[config.mk]
export PLATFORM = sky130hd
export DESIGN_NAME = ledi2c_slave
export DESIGN_NICKNAME = d
export VERILOG_FILES = /design/src/rtl/ledi2c_pkg.sv /design/src/rtl/ledi2c_line_filter.sv /design/src/rtl/ledi2c_regfile.sv /design/src/rtl/ledi2c_ctrl.sv /design/src/rtl/ledi2c_slave.sv
export SDC_FILE = /design/constraint.sdc
export NUM_CORES = 1
export LEC_CHECK = 0
export BUFFER_PORTS_ARGS = -buffer_cell sky130_fd_sc_hd__buf_2
export CAP_MARGIN = 25
export CORE_MARGIN = 4
export CORE_UTILIZATION = 59
export CTS_CLUSTER_DIAMETER = 50
export DETAILED_ROUTE_END_ITERATION = 7
export HOLD_SLACK_MARGIN = 0.03
export PLACE_DENSITY = 0.81
export SYNTH_ARGS = -nofsm -noshare
export SYNTH_HDL_FRONTEND = slang
export SYNTH_SLANG_ARGS = --single-unit
[constraint.sdc]
create_clock -name clk -period 4.15 [get_ports clk]
set_clock_uncertainty 0.2 [all_clocks]
set_input_delay 0 -clock clk [delete_from_list [all_inputs] [get_ports clk]]
set_output_delay 0 -clock clk [all_outputs]
set_load 0.1 [all_outputs]
[src/rtl/ledi2c_pkg.sv]
package ledi2c_pkg;

    localparam int REG_COUNT   = 10;
    localparam int INPUT_REGS  = 2;
    localparam int RW_REGS     = REG_COUNT - INPUT_REGS;
    localparam int PTR_W       = 4;
    localparam int IDX_W       = $clog2(RW_REGS);
    localparam logic [3:0] ADDR_PREFIX = 4'b1100;
    localparam logic [7:0] DUTY_RESET  = 8'h80;

    typedef enum logic [3:0] {
        ST_IDLE,
        ST_ADDR,
        ST_ACK_ADDR,
        ST_CMD,
        ST_ACK_CMD,
        ST_WR,
        ST_ACK_WR,
        ST_RD,
        ST_RACK
    } phase_e;

    typedef struct packed {
        phase_e             ph;
        logic [2:0]         cnt;
        logic               full;
        logic [7:0]         sh;
        logic               rw;
        logic               nack;
        logic               ai;
        logic [PTR_W-1:0]   ptr;
        logic               oe;
        logic               scl_p;
        logic               sda_p;
    } ctrl_t;

    // pointer step: last register wraps to zero, 4-bit overflow wraps too
    function automatic logic [PTR_W-1:0] step_ptr(input logic [PTR_W-1:0] p);
        if (p == PTR_W'(REG_COUNT - 1)) return '0;
        return p + PTR_W'(1);
    endfunction

    // reset image of the writable bytes: duty slots at odd positions
    function automatic logic [RW_REGS*8-1:0] rw_reset_image();
        logic [RW_REGS*8-1:0] img;
        img = '0;
        for (int i = 0; i < RW_REGS; i++) begin
            if (i == 1 || i == 3) img[i*8 +: 8] = DUTY_RESET;
        end
        return img;
    endfunction

endpackage

[src/rtl/ledi2c_line_filter.sv]
module ledi2c_line_filter #(
    parameter int SYNC_STAGES = 2,
    parameter int VOTE_TAPS   = 13
) (
    input  logic clk,
    input  logic rst_n,
    input  logic line_i,
    output logic line_o
);
    localparam int HALF = VOTE_TAPS / 2;
    localparam int CW   = $clog2(VOTE_TAPS + 1);

    logic [SYNC_STAGES-1:0] sync_d, sync_q;
    logic [VOTE_TAPS-1:0]   win_d, win_q;
    logic                   out_d, out_q;
    logic [CW-1:0]          ones;

    always_comb begin
        sync_d = {sync_q[SYNC_STAGES-2:0], line_i};
        win_d  = {win_q[VOTE_TAPS-2:0], sync_q[SYNC_STAGES-1]};
        ones   = CW'($countones(win_q));
        out_d  = (ones > CW'(HALF));
    end

    always_ff @(posedge clk or negedge rst_n) begin
        if (!rst_n) begin
            sync_q <= '1;
            win_q  <= '1;
            out_q  <= 1'b1;
        end else begin
            sync_q <= sync_d;
            win_q  <= win_d;
            out_q  <= out_d;
        end
    end

    assign line_o = out_q;
endmodule

[src/rtl/ledi2c_regfile.sv]
module ledi2c_regfile
    import ledi2c_pkg::*;
(
    input  logic                    clk,
    input  logic                    rst_n,
    input  logic                    wr_en,
    input  logic [PTR_W-1:0]        wr_ptr,
    input  logic [7:0]              wr_data,
    input  logic [PTR_W-1:0]        rd_ptr,
    input  logic [8*INPUT_REGS-1:0] pin_lvl,
    output logic [7:0]              rd_data,
    output logic [RW_REGS*8-1:0]    regs_o
);
    localparam logic [RW_REGS*8-1:0] RST_IMG = rw_reset_image();

    logic [RW_REGS*8-1:0]    regs_d, regs_q;
    logic [8*INPUT_REGS-1:0] pin_d, pin_q, pin_m_q;
    logic [IDX_W-1:0]        wr_idx, rd_idx;
    logic                    wr_hit;

    always_comb begin
        pin_d  = pin_lvl;
        wr_idx = IDX_W'(wr_ptr - PTR_W'(INPUT_REGS));
        rd_idx = IDX_W'(rd_ptr - PTR_W'(INPUT_REGS));
        wr_hit = wr_en && (wr_ptr >= PTR_W'(INPUT_REGS))
                       && (wr_ptr <  PTR_W'(REG_COUNT));
        regs_d = regs_q;
        if (wr_hit) regs_d[wr_idx*8 +: 8] = wr_data;

        rd_data = 8'h00;
        if (rd_ptr < PTR_W'(INPUT_REGS))
            rd_data = pin_q[rd_ptr[0]*8 +: 8];
        else if (rd_ptr < PTR_W'(REG_COUNT))
            rd_data = regs_q[rd_idx*8 +: 8];
    end

    always_ff @(posedge clk or negedge rst_n) begin
        if (!rst_n) begin
            regs_q  <= RST_IMG;
            pin_m_q <= '0;
            pin_q   <= '0;
        end else begin
            regs_q  <= regs_d;
            pin_m_q <= pin_d;
            pin_q   <= pin_m_q;
        end
    end

    assign regs_o = regs_q;
endmodule

[src/rtl/ledi2c_ctrl.sv]
module ledi2c_ctrl
    import ledi2c_pkg::*;
(
    input  logic             clk,
    input  logic             rst_n,
    input  logic             scl,
    input  logic             sda,
    input  logic [2:0]       strap,
    input  logic [7:0]       rd_data,
    output logic             sda_oe,
    output logic             wr_en,
    output logic [PTR_W-1:0] wr_ptr,
    output logic [7:0]       wr_data,
    output logic [PTR_W-1:0] rd_ptr
);
    ctrl_t q, d;
    logic  rise, fall, start_ev, stop_ev, rx_state;

    always_comb begin
        d        = q;
        d.scl_p  = scl;
        d.sda_p  = sda;
        wr_en    = 1'b0;
        rise     = scl & ~q.scl_p;
        fall     = ~scl & q.scl_p;
        start_ev = scl & q.scl_p & q.sda_p & ~sda;
        stop_ev  = scl & q.scl_p & ~q.sda_p & sda;
        rx_state = (q.ph == ST_ADDR) || (q.ph == ST_CMD) || (q.ph == ST_WR);

        if (start_ev) begin
            d.ph   = ST_ADDR;
            d.cnt  = '0;
            d.full = 1'b0;
            d.oe   = 1'b0;
        end else if (stop_ev) begin
            d.ph   = ST_IDLE;
            d.oe   = 1'b0;
            d.full = 1'b0;
        end else if (rx_state && rise) begin
            d.sh   = {q.sh[6:0], sda};
            d.cnt  = q.cnt + 3'd1;
            d.full = (q.cnt == 3'd7);
        end else if (fall) begin
            unique case (q.ph)
                ST_ADDR: if (q.full) begin
                    d.full = 1'b0;
                    if (q.sh[7:1] == {ADDR_PREFIX, strap}) begin
                        d.rw = q.sh[0];
                        d.ph = ST_ACK_ADDR;
                        d.oe = 1'b1;
                    end else begin
                        d.ph = ST_IDLE;
                    end
                end
                ST_ACK_ADDR: begin
                    d.cnt = '0;
                    if (q.rw) begin
                        d.sh = rd_data;
                        d.oe = ~rd_data[7];
                        d.ph = ST_RD;
                    end else begin
                        d.oe = 1'b0;
                        d.ph = ST_CMD;
                    end
                end
                ST_CMD: if (q.full) begin
                    d.full = 1'b0;
                    d.ptr  = q.sh[PTR_W-1:0];
                    d.ai   = q.sh[4];
                    d.ph   = ST_ACK_CMD;
                    d.oe   = 1'b1;
                end
                ST_ACK_CMD: begin
                    d.oe = 1'b0;
                    d.ph = ST_WR;
                end
                ST_WR: if (q.full) begin
                    d.full = 1'b0;
                    wr_en  = 1'b1;
                    if (q.ai) d.ptr = step_ptr(q.ptr);
                    d.ph   = ST_ACK_WR;
                    d.oe   = 1'b1;
                end
                ST_ACK_WR: begin
                    d.oe = 1'b0;
                    d.ph = ST_WR;
                end
                ST_RD: begin
                    d.sh = {q.sh[6:0], 1'b0};
                    if (q.cnt == 3'd7) begin
                        d.cnt = '0;
                        d.oe  = 1'b0;
                        d.ph  = ST_RACK;
                        if (q.ai) d.ptr = step_ptr(q.ptr);
                    end else begin
                        d.cnt = q.cnt + 3'd1;
                        d.oe  = ~q.sh[6];
                    end
                end
                ST_RACK: begin
                    if (q.nack) begin
                        d.ph = ST_IDLE;
                        d.oe = 1'b0;
                    end else begin
                        d.sh  = rd_data;
                        d.oe  = ~rd_data[7];
                        d.cnt = '0;
                        d.ph  = ST_RD;
                    end
                end
                default: d.oe = 1'b0;
            endcase
        end else if (rise && q.ph == ST_RACK) begin
            d.nack = sda;
        end
    end

    always_ff @(posedge clk or negedge rst_n) begin
        if (!rst_n) begin
            q       <= '0;
            q.ph    <= ST_IDLE;
            q.scl_p <= 1'b1;
            q.sda_p <= 1'b1;
        end else begin
            q <= d;
        end
    end

    assign sda_oe  = q.oe;
    assign wr_ptr  = q.ptr;
    assign wr_data = q.sh;
    assign rd_ptr  = q.ptr;
endmodule

[src/rtl/ledi2c_slave.sv]
module ledi2c_slave
    import ledi2c_pkg::*;
#(
    parameter int SYNC_STAGES = 2,
    parameter int VOTE_TAPS   = 13
) (
    input  logic        clk,
    input  logic        rst_n,
    input  logic        scl_i,
    input  logic        sda_i,
    output logic        sda_oe_o,
    input  logic [2:0]  strap_i,
    input  logic [15:0] pin_lvl_i,
    output logic [7:0]  psc0_o,
    output logic [7:0]  duty0_o,
    output logic [7:0]  psc1_o,
    output logic [7:0]  duty1_o,
    output logic [31:0] led_sel_o
);
    logic [1:0]           raw_lines, clean_lines;
    logic                 wr_en;
    logic [PTR_W-1:0]     wr_ptr, rd_ptr;
    logic [7:0]           wr_data, rd_data;
    logic [RW_REGS*8-1:0] regs;

    assign raw_lines = {sda_i, scl_i};

    for (genvar g = 0; g < 2; g++) begin : g_filt
        ledi2c_line_filter #(
            .SYNC_STAGES (SYNC_STAGES),
            .VOTE_TAPS   (VOTE_TAPS)
        ) u_filt (
            .clk    (clk),
            .rst_n  (rst_n),
            .line_i (raw_lines[g]),
            .line_o (clean_lines[g])
        );
    end

    ledi2c_ctrl u_ctrl (
        .clk     (clk),
        .rst_n   (rst_n),
        .scl     (clean_lines[0]),
        .sda     (clean_lines[1]),
        .strap   (strap_i),
        .rd_data (rd_data),
        .sda_oe  (sda_oe_o),
        .wr_en   (wr_en),
        .wr_ptr  (wr_ptr),
        .wr_data (wr_data),
        .rd_ptr  (rd_ptr)
    );

    ledi2c_regfile u_regs (
        .clk     (clk),
        .rst_n   (rst_n),
        .wr_en   (wr_en),
        .wr_ptr  (wr_ptr),
        .wr_data (wr_data),
        .rd_ptr  (rd_ptr),
        .pin_lvl (pin_lvl_i),
        .rd_data (rd_data),
        .regs_o  (regs)
    );

    assign psc0_o    = regs[7:0];
    assign duty0_o   = regs[15:8];
    assign psc1_o    = regs[23:16];
    assign duty1_o   = regs[31:24];
    assign led_sel_o = regs[63:32];
endmodule

==> Word-level counts from Yosys, hierarchy flattened <==
Cells that the tools add are included.
{ "totals": {"input_bits": 23, "out_inout_bits": 65, "regBits": 154} }
{ "classes": {"reduce_logical": 26, "n_bitwise": 17, "mux": 67, "n_lt_le_gt_ge": 5, "n_addsub": 28, "eq_ne": 26, "shift": 4} }
{ "ops": {"columns": ["operator", "n"], "rows": [
  ["bitwise mux 64 bit", 1],
  ["variable shift 8 x 34 -> 64 bit (first input constant)", 1],
  ["variable part select 64 x 7 -> 8 bit", 1],
  ["variable part select 8 x 34 -> 64 bit", 1],
  ["2-to-1 mux 4 bit", 12],
  ["adder 4 bit", 10],
  ["2-to-1 mux 8 bit", 5],
  ["2-to-1 mux 1 bit", 34],
  ["negation 6 -> 34 bit", 1],
  ["case mux 4 bit (7 select lines)", 1],
  ["adder 1 x 1 -> 2 bit", 12],
  ["case mux 8 bit (3 select lines)", 1],
  ["AND reduction 6 bit", 3],
  ["2-to-1 mux 17 bit", 1],
  ["equality test 4 x 3 -> 1 bit (second input constant)", 4],
  ["inequality test 4 x 1 -> 1 bit (second input constant)", 4],
  ["variable part select 16 x 5 -> 8 bit", 1],
  ["2-to-1 mux 3 bit", 5],
  ["AND reduction 7 bit", 2],
  ["2-to-1 mux 12 bit", 1],
  ["inequality test 2 x 1 -> 1 bit (second input constant)", 6],
  ["case mux 4 bit (3 select lines)", 1],
  ["nonzero test 4 bit", 3],
  ["inverter 1 bit", 10],
  ["other kinds (35)", 52]
]} }

==> Depth between registers and ports, before layout <==
Gate-level depths: netlist (run 1).
{ "logic_depth": {"ltp_word": 17, "mapped_depth": 11} }

==> Hierarchy <==
Synthesis (run 1) repeated with hierarchy kept, for this count alone.
{ "hier_totals": {"cells_unflattened": 612, "area_unflattened_um2": 7504.7} }
{ "by_module_without_submodules": {"columns": ["mod", "cells_each", "n_inst", "area_each_um2"], "rows": [
  ["ledi2c_regfile", 325, 1, 4299.1],
  ["ledi2c_ctrl", 187, 1, 1751.7],
  ["ledi2c_line_filter", 50, 2, 726.9]
]} }

==> Worst setup path after synthesis (run 1) <==
OpenSTA, ideal clock, no wires.
{ "synth_timing": {"path_kind": "register to register", "startpoint": "reg g_filt[0].u_filt.win_q[8]", "endpoint": "reg g_filt[0].u_filt.out_q", "setup_ns": 0.091, "t_required_ns": 3.859, "synth_period_minus_slack_ns": 3.656, "n_path_buf": 0, "arrival_time_ns": 3.366, "path_stages_with_launch": 10, "setup_slack_ns": 0.494, "cell_sequence": "dfstp_2 -> ha_1 -> inv_1 -> fa_1 -> fa_1 -> fa_1 -> fa_1 -> fa_1 -> xor2_1 -> o31ai_1"} }
{ "synth_between": {"elab_chain_len": 5} }
{ "synth_rtl": {"columns": ["element", "line", "source"], "rows": [
  ["from (decl)", "ledi2c_line_filter.sv:14", "logic [VOTE_TAPS-1:0] win_d, win_q;"],
  ["from (signal assigned)", "ledi2c_line_filter.sv:32", "win_q <= win_d;"],
  ["adder 1 x 1 -> 2 bit (implied by the code)", "ledi2c_line_filter.sv:21", "ones = CW'($countones(win_q));"],
  ["adder 4 bit (implied by the code)", "ledi2c_line_filter.sv:21", null],
  ["adder 4 x 1 -> 4 bit (implied by the code)", "ledi2c_line_filter.sv:21", null],
  ["adder 4 bit (implied by the code)", "ledi2c_line_filter.sv:21", null],
  ["greater-than comparator 4 x 3 -> 1 bit", "ledi2c_line_filter.sv:22", "out_d = (ones > CW'(HALF));"],
  ["net g_filt[0].u_filt.out_d", "ledi2c_line_filter.sv:15", "logic out_d, out_q;"],
  ["to (signal assigned)", "ledi2c_line_filter.sv:33", "out_q <= out_d;"],
  ["to (decl)", "ledi2c_line_filter.sv:15", null]
]} }
The timed path passes the listed nets, and every way through them passes these cells.
A chain may end at the register's enable or synchronous reset.

==> Final worst setup path (run 1) <==
{ "layout_timing": {"startpoint": "reg g_filt[1].u_filt.win_q[8]", "endpoint": "reg g_filt[1].u_filt.out_q"} }
{ "layout_between": {"elab_chain_len": 5} }
{ "layout_rtl": {"columns": ["element", "line"], "rows": [
  ["from (decl)", "ledi2c_line_filter.sv:14"],
  ["from (signal assigned)", "ledi2c_line_filter.sv:32"],
  ["adder 1 x 1 -> 2 bit (implied by the code)", "ledi2c_line_filter.sv:21"],
  ["adder 4 bit (implied by the code)", "ledi2c_line_filter.sv:21"],
  ["adder 4 x 1 -> 4 bit (implied by the code)", "ledi2c_line_filter.sv:21"],
  ["adder 4 bit (implied by the code)", "ledi2c_line_filter.sv:21"],
  ["greater-than comparator 4 x 3 -> 1 bit", "ledi2c_line_filter.sv:22"],
  ["net g_filt[1].u_filt.out_d", "ledi2c_line_filter.sv:15"],
  ["to (signal assigned)", "ledi2c_line_filter.sv:33"],
  ["to (decl)", "ledi2c_line_filter.sv:15"]
]} }
The timed path passes the listed nets, and every way through them passes these cells.

==> results.md, run 1 <==
- Antenna-violating nets left: 0
- Largest net degree at the start of global routing: 79
- P_leak: 0.00440 uW
- Worst-path maximum fanout: 2
- RSZ-0062 raised after global routing: false
- WL/cell: 20.3 um
- Cell Pwr Density: 445 nW/um^2
- Share of the synthesized area in the top cell type: 0.392
- Starting Density: 0.600
- Row Count: 41
- Peak Freq: 0.257 GHz
- # setup viols final: 0
- H-tree Lvls: 4
- Drc violations: 0
- Share of cells above drive strength 1: 0.322
- GRT Max-Usage Layer: met2
- Top post-synthesis cells by area: dfrtp_1, dfstp_2, mux2_2
- Final Hold Vio Count: 0
- Initial antenna violation count: 0
- Vias in the first global route: 5574
- Synth Instances: 629
- Worst path cell trace: ha_1, inv_1, fa_1, fa_1, fa_1, fa_1, fa_1, xor2_1, o31ai_1
- Most common cell type on the critical path: fa_1
- Fillers: 853
- Routed wire length: 19000 um
- Hold Slack: 0.0384 ns
- Die Width: 121 um
- Setup crit start kind: flop
- Post-Place Cell Area: 8140 sq um
- Seq/Total Area, Yosys: 0.517
- Area growth syn-to-layout: 20.7%
- Met1 Use GR: 0.391
- Synth Cell Area: 7540 sq um
- CP bufs+invs: 1
- CP max stage delay: 0.58 ns
- Post-layout min period: 3.89 ns
- Fin nets: 817
- Worst path required time: 4.27 ns
- Hpwl dp: 12800 um
- Measured slew at the worst slew-check pin: 0.892 ns
- Power Total: 4050 uW
- Total setup buffers inserted after CTS: 0
- Syn Nets: 696
- Die area: 14700 sq um
- GRT met2 Usage: 0.421
- CP delay by family, top: adder cells
- Status: completed
- CP max stage cell: fa_1
- Synthesis Warnings: 0
- Post-synth ARST share: 1.00
- Multi-input gate area: 3310 sq um
- Mean area per synthesized cell: 12.0 sq um
- Count leader, synth: dfrtp_1
- Maximum VDD drop: 0.346 mV
- Worst skew pair latency: 0.42 ns
- Number of clock sinks: 154
- Register area: 3900 sq um
- HP Class: input pin to flop
- Port buffer count: 87
- Slew headroom: 0.404
- TritonCTS clock tree: built
- Crit path kind: flop to flop
- Met3 Use GR: 0.0583
- Worst Setup End Kind: flop
- # diodes: 0
- Clock Path Buffers: 2
- Total number of vias: 5431
- Num ports: 88
- Initial drt markers: 373
- Yosys reg bits: 154
- First-pass GRT wire length: 30800 um
- Post-route cell area: 9100 sq um
- Die height: 121 um
- Number of synthesized flops with an enable pin: 0
- Core Area: 12600 sq um
- Root buf cell: clkbuf_16
- Fin. max-slew vios: 0
- Max cap viols: 0
- CTS clk-pin slew, worst paths: 0.06 ns
- Synth cell count leaders: dfrtp_1, mux2_2, inv_1, nor2_1, dfstp_2
- Total track usage: 0.275
- Remaining global-route overflow: 0
- Synth Flop Type: dfrtp_1
- Cell taking the most area after synthesis: dfrtp_1
- Netlist cell types: 59
- GPL Wtd Cong: 0.949
- CP arrival: 4.01 ns
- 1st-pass router iterations: 5
- Total CTS buffers: 17
- Routed vias/inst: 5.81
- Setup TNS: 0 ns
- Final period util: 0.937
-- path summary, 6_finish.rpt --
check	start	to	slack, ns	cells after the start
min in group asynchronous	rst_n	g_filt[0].u_filt.win_q[4]	0.08	2
worst min register to register	u_regs.pin_m_q[14]	u_regs.pin_q[14]	0.15	0
worst min-delay path	pin_lvl_i[7]	u_regs.pin_m_q[7]	0.04	2
worst max-delay path	g_filt[1].u_filt.win_q[8]	g_filt[1].u_filt.line_o	0.26	9
worst max register to register	g_filt[1].u_filt.win_q[8]	g_filt[1].u_filt.line_o	0.26	9
max in group asynchronous	rst_n	u_ctrl.q[21]	2.35	3
-- per-layer routing --
metal | vias up | routed length (um)
met5 | - | 0
met4 | 0 | 428
met3 | 40 | 1310
met2 | 244 | 9000
met1 | 2720 | 8220
li1 | 2427 | -
-- cells in the final DEF (no fill, tap or decap), types with 3 or more instances in the layout --
| master | instances |
|---|---|
| clkbuf_16 | 17 |
| fa_1 | 16 |
| buf_4 | 4 |
| clkbuf_1 | 3 |
| clkinvlp_4 | 5 |
| a31oi_1 | 5 |
| o21ai_0 | 31 |
| ha_1 | 28 |
| dfrtp_1 | 117 |
| nand2_2 | 4 |
| nor3b_1 | 3 |
| nor2b_1 | 4 |
| nand2_1 | 27 |
| o31ai_1 | 8 |
| bufinv_16 | 3 |
| nor2_1 | 37 |
| mux2_2 | 73 |
| mux2i_1 | 33 |
| xnor2_1 | 4 |
| and3_1 | 10 |
| nand3b_1 | 3 |
| dfstp_2 | 36 |
| or2_2 | 3 |
| inv_1 | 56 |
| a21oi_1 | 4 |
| dlygate4sd3_1 | 37 |
| and2_1 | 11 |
| o2bb2ai_1 | 6 |
| nand3_1 | 11 |
| o22ai_1 | 5 |
| buf_2 | 86 |
| nor3_1 | 16 |
| mux4_2 | 3 |
| a22o_1 | 5 |
| xor2_1 | 5 |
| nand2b_1 | 6 |
-- per-stage QoR --
step	instances	setup slack (ns)	util
floorplan	629	0.494	-
global placement	865	0.443	0.645
detailed placement	866	0.307	0.647
CTS	934	0.275	0.723
global route	935	0.109	0.724
finish	935	0.261	0.724
-- worst reg2reg max path: stages (launching register included) --
cell and delay, ns:
dfstp_2 0.54, ha_1 0.24, inv_1 0.11, fa_1 0.48
fa_1 0.58, fa_1 0.44, fa_1 0.44, fa_1 0.40
xor2_1 0.15, o31ai_1 0.22
-- cell type report --
type	count	area share
multi-input combinational	392	0.364
clock buffer	21	0.0495
timing repair buffer	129	0.0955
inverter	56	0.0231
tap	172	0.0236
clock inverter	11	0.0161
sequential	154	0.428
-- power breakdown --
| group | internal [uW] | total [uW] | switching [uW] | leakage (uW) |
|---|---|---|---|---|
| registers | 1620 | 1740 | 117 | 0.00194 |
| clock network | 961 | 1560 | 604 | 0.000276 |
| logic | 320 | 749 | 429 | 0.00218 |
-- repair_timing --
item	in CTS	in global routing
endpoints found under the hold margin	134	1
hold buffers	36	1
gates resized for setup	0	0
-- kinds of logic after synthesis --
group,Yosys count,share of synthesized area
xor gates and xnor gates,9,0.0105
DFF,154,0.517
and+or+nand+nor,146,0.0991
adders and majority gates,44,0.0889
muxes,109,0.162
AOI/OAI and AO/OA,84,0.0788
buffers and inverters,83,0.0440
-- flip-flops by register name (all words and copies together) (netlist names) --
signal                count
u_regs.pin_q             16
u_regs.pin_m_q           16
u_ctrl.rd_ptr             4
g_filt.u_filt.win_q      26
g_filt.u_filt.line_o      2
u_ctrl.wr_data            8
u_regs.regs_o            64
g_filt.u_filt.sync_q      4
u_ctrl.q                 13
u_ctrl.sda_oe             1
(Power assumes the default switching activity.)
==> run 2: changes to the inputs <==
==> constraint.sdc (replaced) <==
create_clock -name clk -period 4.15 [get_ports clk]
set_clock_uncertainty 0.2 [all_clocks]
set_input_delay 0.6225 -clock clk [delete_from_list [all_inputs] [get_ports clk]]
set_output_delay 0.6225 -clock clk [all_outputs]
set_load 0.1 [all_outputs]
==> run 2 against run 1 <==
Compared with the run above:
- routed wire length fell by 8.6%
- clock-buffer cell count did not move
- largest cell class unchanged
- critical endpoint unchanged
- worst setup slack improved by 0.050 ns
- hold slack improved by 0.064 ns
- register-to-register slack improved by 0.05 ns
- fmax rose by 1.3%
==> results.md, run 2 (synthesis results as in run 1) <==
- Fin nets: 782 (-4.3%)
- Most common cell type on the critical path: fa_1
- Worst-path maximum fanout: 2 (unchanged)
- Number of clock sinks: 154 (unchanged)
- Root buf cell: clkbuf_16
- GPL Wtd Cong: 0.977 (+2.9%)
- Routed wire length: 17300 um (-8.6%)
- CP bufs+invs: 1 (unchanged)
- Row Count: 41 (unchanged)
- Measured slew at the worst slew-check pin: 0.736 ns (-0.156 ns)
- Drc violations: 0 (unchanged)
- Peak Freq: 0.260 GHz (+1.3%)
- CP max stage delay: 0.59 ns (about the same)
- Most frequent cells in the layout: dfrtp_1, buf_2, mux2_2
- Hpwl dp: 12300 um (-4.0%)
- Total track usage: 0.250 (-0.0248)
- RSZ-0062 raised after global routing: false
- Final period util: 0.925 (-0.0121)
- Hold Slack: 0.103 ns (+0.0644 ns)
- Initial antenna violation count: 0 (unchanged)
- # diodes: 0 (unchanged)
- HP Class: input pin to flop
- Total setup buffers inserted after CTS: 0 (unchanged)
- Number of flip-flops in the largest register: 64 (unchanged)
- CP delay by family, top: adder cells
- Worst path cell trace: ha_1, inv_1, fa_1, fa_1, fa_1, fa_1, fa_1, xor2_1, o31ai_1
- Crit path kind: flop to flop
- CTS clk-pin slew, worst paths: 0.06 ns (about the same)
- Non-filler cells, final: 900 (-3.7%)
- Hold buffers post-CTS: 0 (-100%)
- Starting Density: 0.600 (unchanged)
- Core Area: 12600 sq um (unchanged)
- Path depth of the worst reg2reg path: 9 (unchanged)
- Post-layout min period: 3.84 ns (-0.0501 ns)
- Routed vias/inst: 5.82 (+0.20%)
- Worst path required time: 4.28 ns (about the same)
- Max cap viols: 0 (unchanged)
- 1st-pass router iterations: 5 (unchanged)
- Die area: 14700 sq um (unchanged)
- CP arrival: 3.97 ns (-0.04 ns)
- TritonCTS clock tree: built
- Hold path cells: 1 (-1)
- First-pass GRT wire length: 28000 um (-8.9%)
- Port buffer count: 87 (unchanged)
- P_leak: 0.00425 uW (-3.4%)
- Worst Setup End Kind: flop
- Vias in the first global route: 5315 (-4.6%)
- Post-CTS sizing: 0 (unchanged)
- CP max stage cell: fa_1
- Die Width: 121 um (unchanged)
- Remaining global-route overflow: 0 (unchanged)
- Final Hold Vio Count: 0 (unchanged)
- Setup crit start kind: flop
- # setup viols final: 0 (unchanged)
- Antenna-violating nets left: 0 (unchanged)
- Flop-to-flop setup slack: 0.31 ns (+0.05 ns)
- Share of cells above drive strength 1: 0.339 (+0.0169)
- Placed Cells incl. Taps: 866 (unchanged)
- Crit path launch: g_filt[1].u_filt.win_q[4]
- HP Start: scl_i
- Total number of vias: 5238 (-3.6%)
- Commonest non-fill, non-tap cell in the layout: dfrtp_1
- Worst hold endpoint: g_filt[0].u_filt.sync_q[0]
- Fin. max-slew vios: 0 (unchanged)
- RR Endpoint: g_filt[1].u_filt.line_o
- Slew headroom: 0.509 (+0.106)
- Num ports: 88 (unchanged)
- Largest net degree at the start of global routing: 116 (+47%)
- Clock Path Buffers: 2 (unchanged)
- Cell Pwr Density: 449 nW/um^2 (+0.87%)
- Initial drt markers: 443 (+19%)
- Area growth syn-to-layout: 15.5%
- Die height: 121 um (unchanged)
- H-tree Lvls: 4 (unchanged)
- RR Startpoint: g_filt[1].u_filt.win_q[4]
- WL/cell: 19.3 um (-5.0%)
- Worst skew pair latency: 0.42 ns (about the same)
- Maximum VDD drop: 0.381 mV (+10%)
- Total CTS buffers: 17 (unchanged)
- Setup TNS: 0 ns (unchanged)
- Status: completed
run 2: metal layers:
metal | up-vias | wire (um) | GRT usage
met4 | 0 | 403 | 0.0914
met2 | 219 | 8100 | 0.385
met5 | - | 0 | 0
met3 | 39 | 1080 | 0.0485
li1 | 2379 | - | -
met1 | 2601 | 7740 | 0.356
run 2: report_power, final:
| part | switching, uW | internal (uW) | total [uW] | leakage, uW |
|---|---|---|---|---|
| registers | 119 | 1620 | 1740 | 0.00194 |
| clock network | 598 | 855 | 1450 | 0.000271 |
| logic | 420 | 299 | 719 | 0.00203 |
| total | 1140 | 2780 | 3910 | 0.00425 |
run 2: layout make-up:
| class | instances | area [sq um] |
|---|---|---|
| clock buffers | 21 | 460 |
| clock inverters | 11 | 98.8 |
| fillers | 888 | 3860 |
| inverters | 56 | 210 |
| multi-input cells | 392 | 3310 |
| flip-flops and latches | 154 | 3900 |
| well taps | 172 | 215 |
| repair buffers | 94 | 517 |
run 2: worst max-delay path by stage:
stage	endpoint	slack (ns)	cells after the start
3_5_place_dp	g_filt[1].u_filt.line_o	0.30	9
5_1_grt	g_filt[0].u_filt.line_o	0.18	9
6_report	g_filt[1].u_filt.line_o	0.31	9
3_3_place_gp	g_filt[0].u_filt.line_o	0.44	9
2_1_floorplan	g_filt[0].u_filt.line_o	0.49	9
4_1_cts	g_filt[1].u_filt.line_o	0.31	9
run 2: stage by stage:
stage          setup slack [ns]  total power, uW  instance area, sq um  utilization
2_1_floorplan             0.494             2230                  7540            -
3_3_place_gp              0.443             2410                  8120        0.646
3_5_place_dp              0.304             2470                  8120        0.646
4_1_cts                   0.308             3920                  8670        0.690
5_1_grt                   0.183             4090                  8710        0.693
6_report                  0.311             3910                  8710        0.693
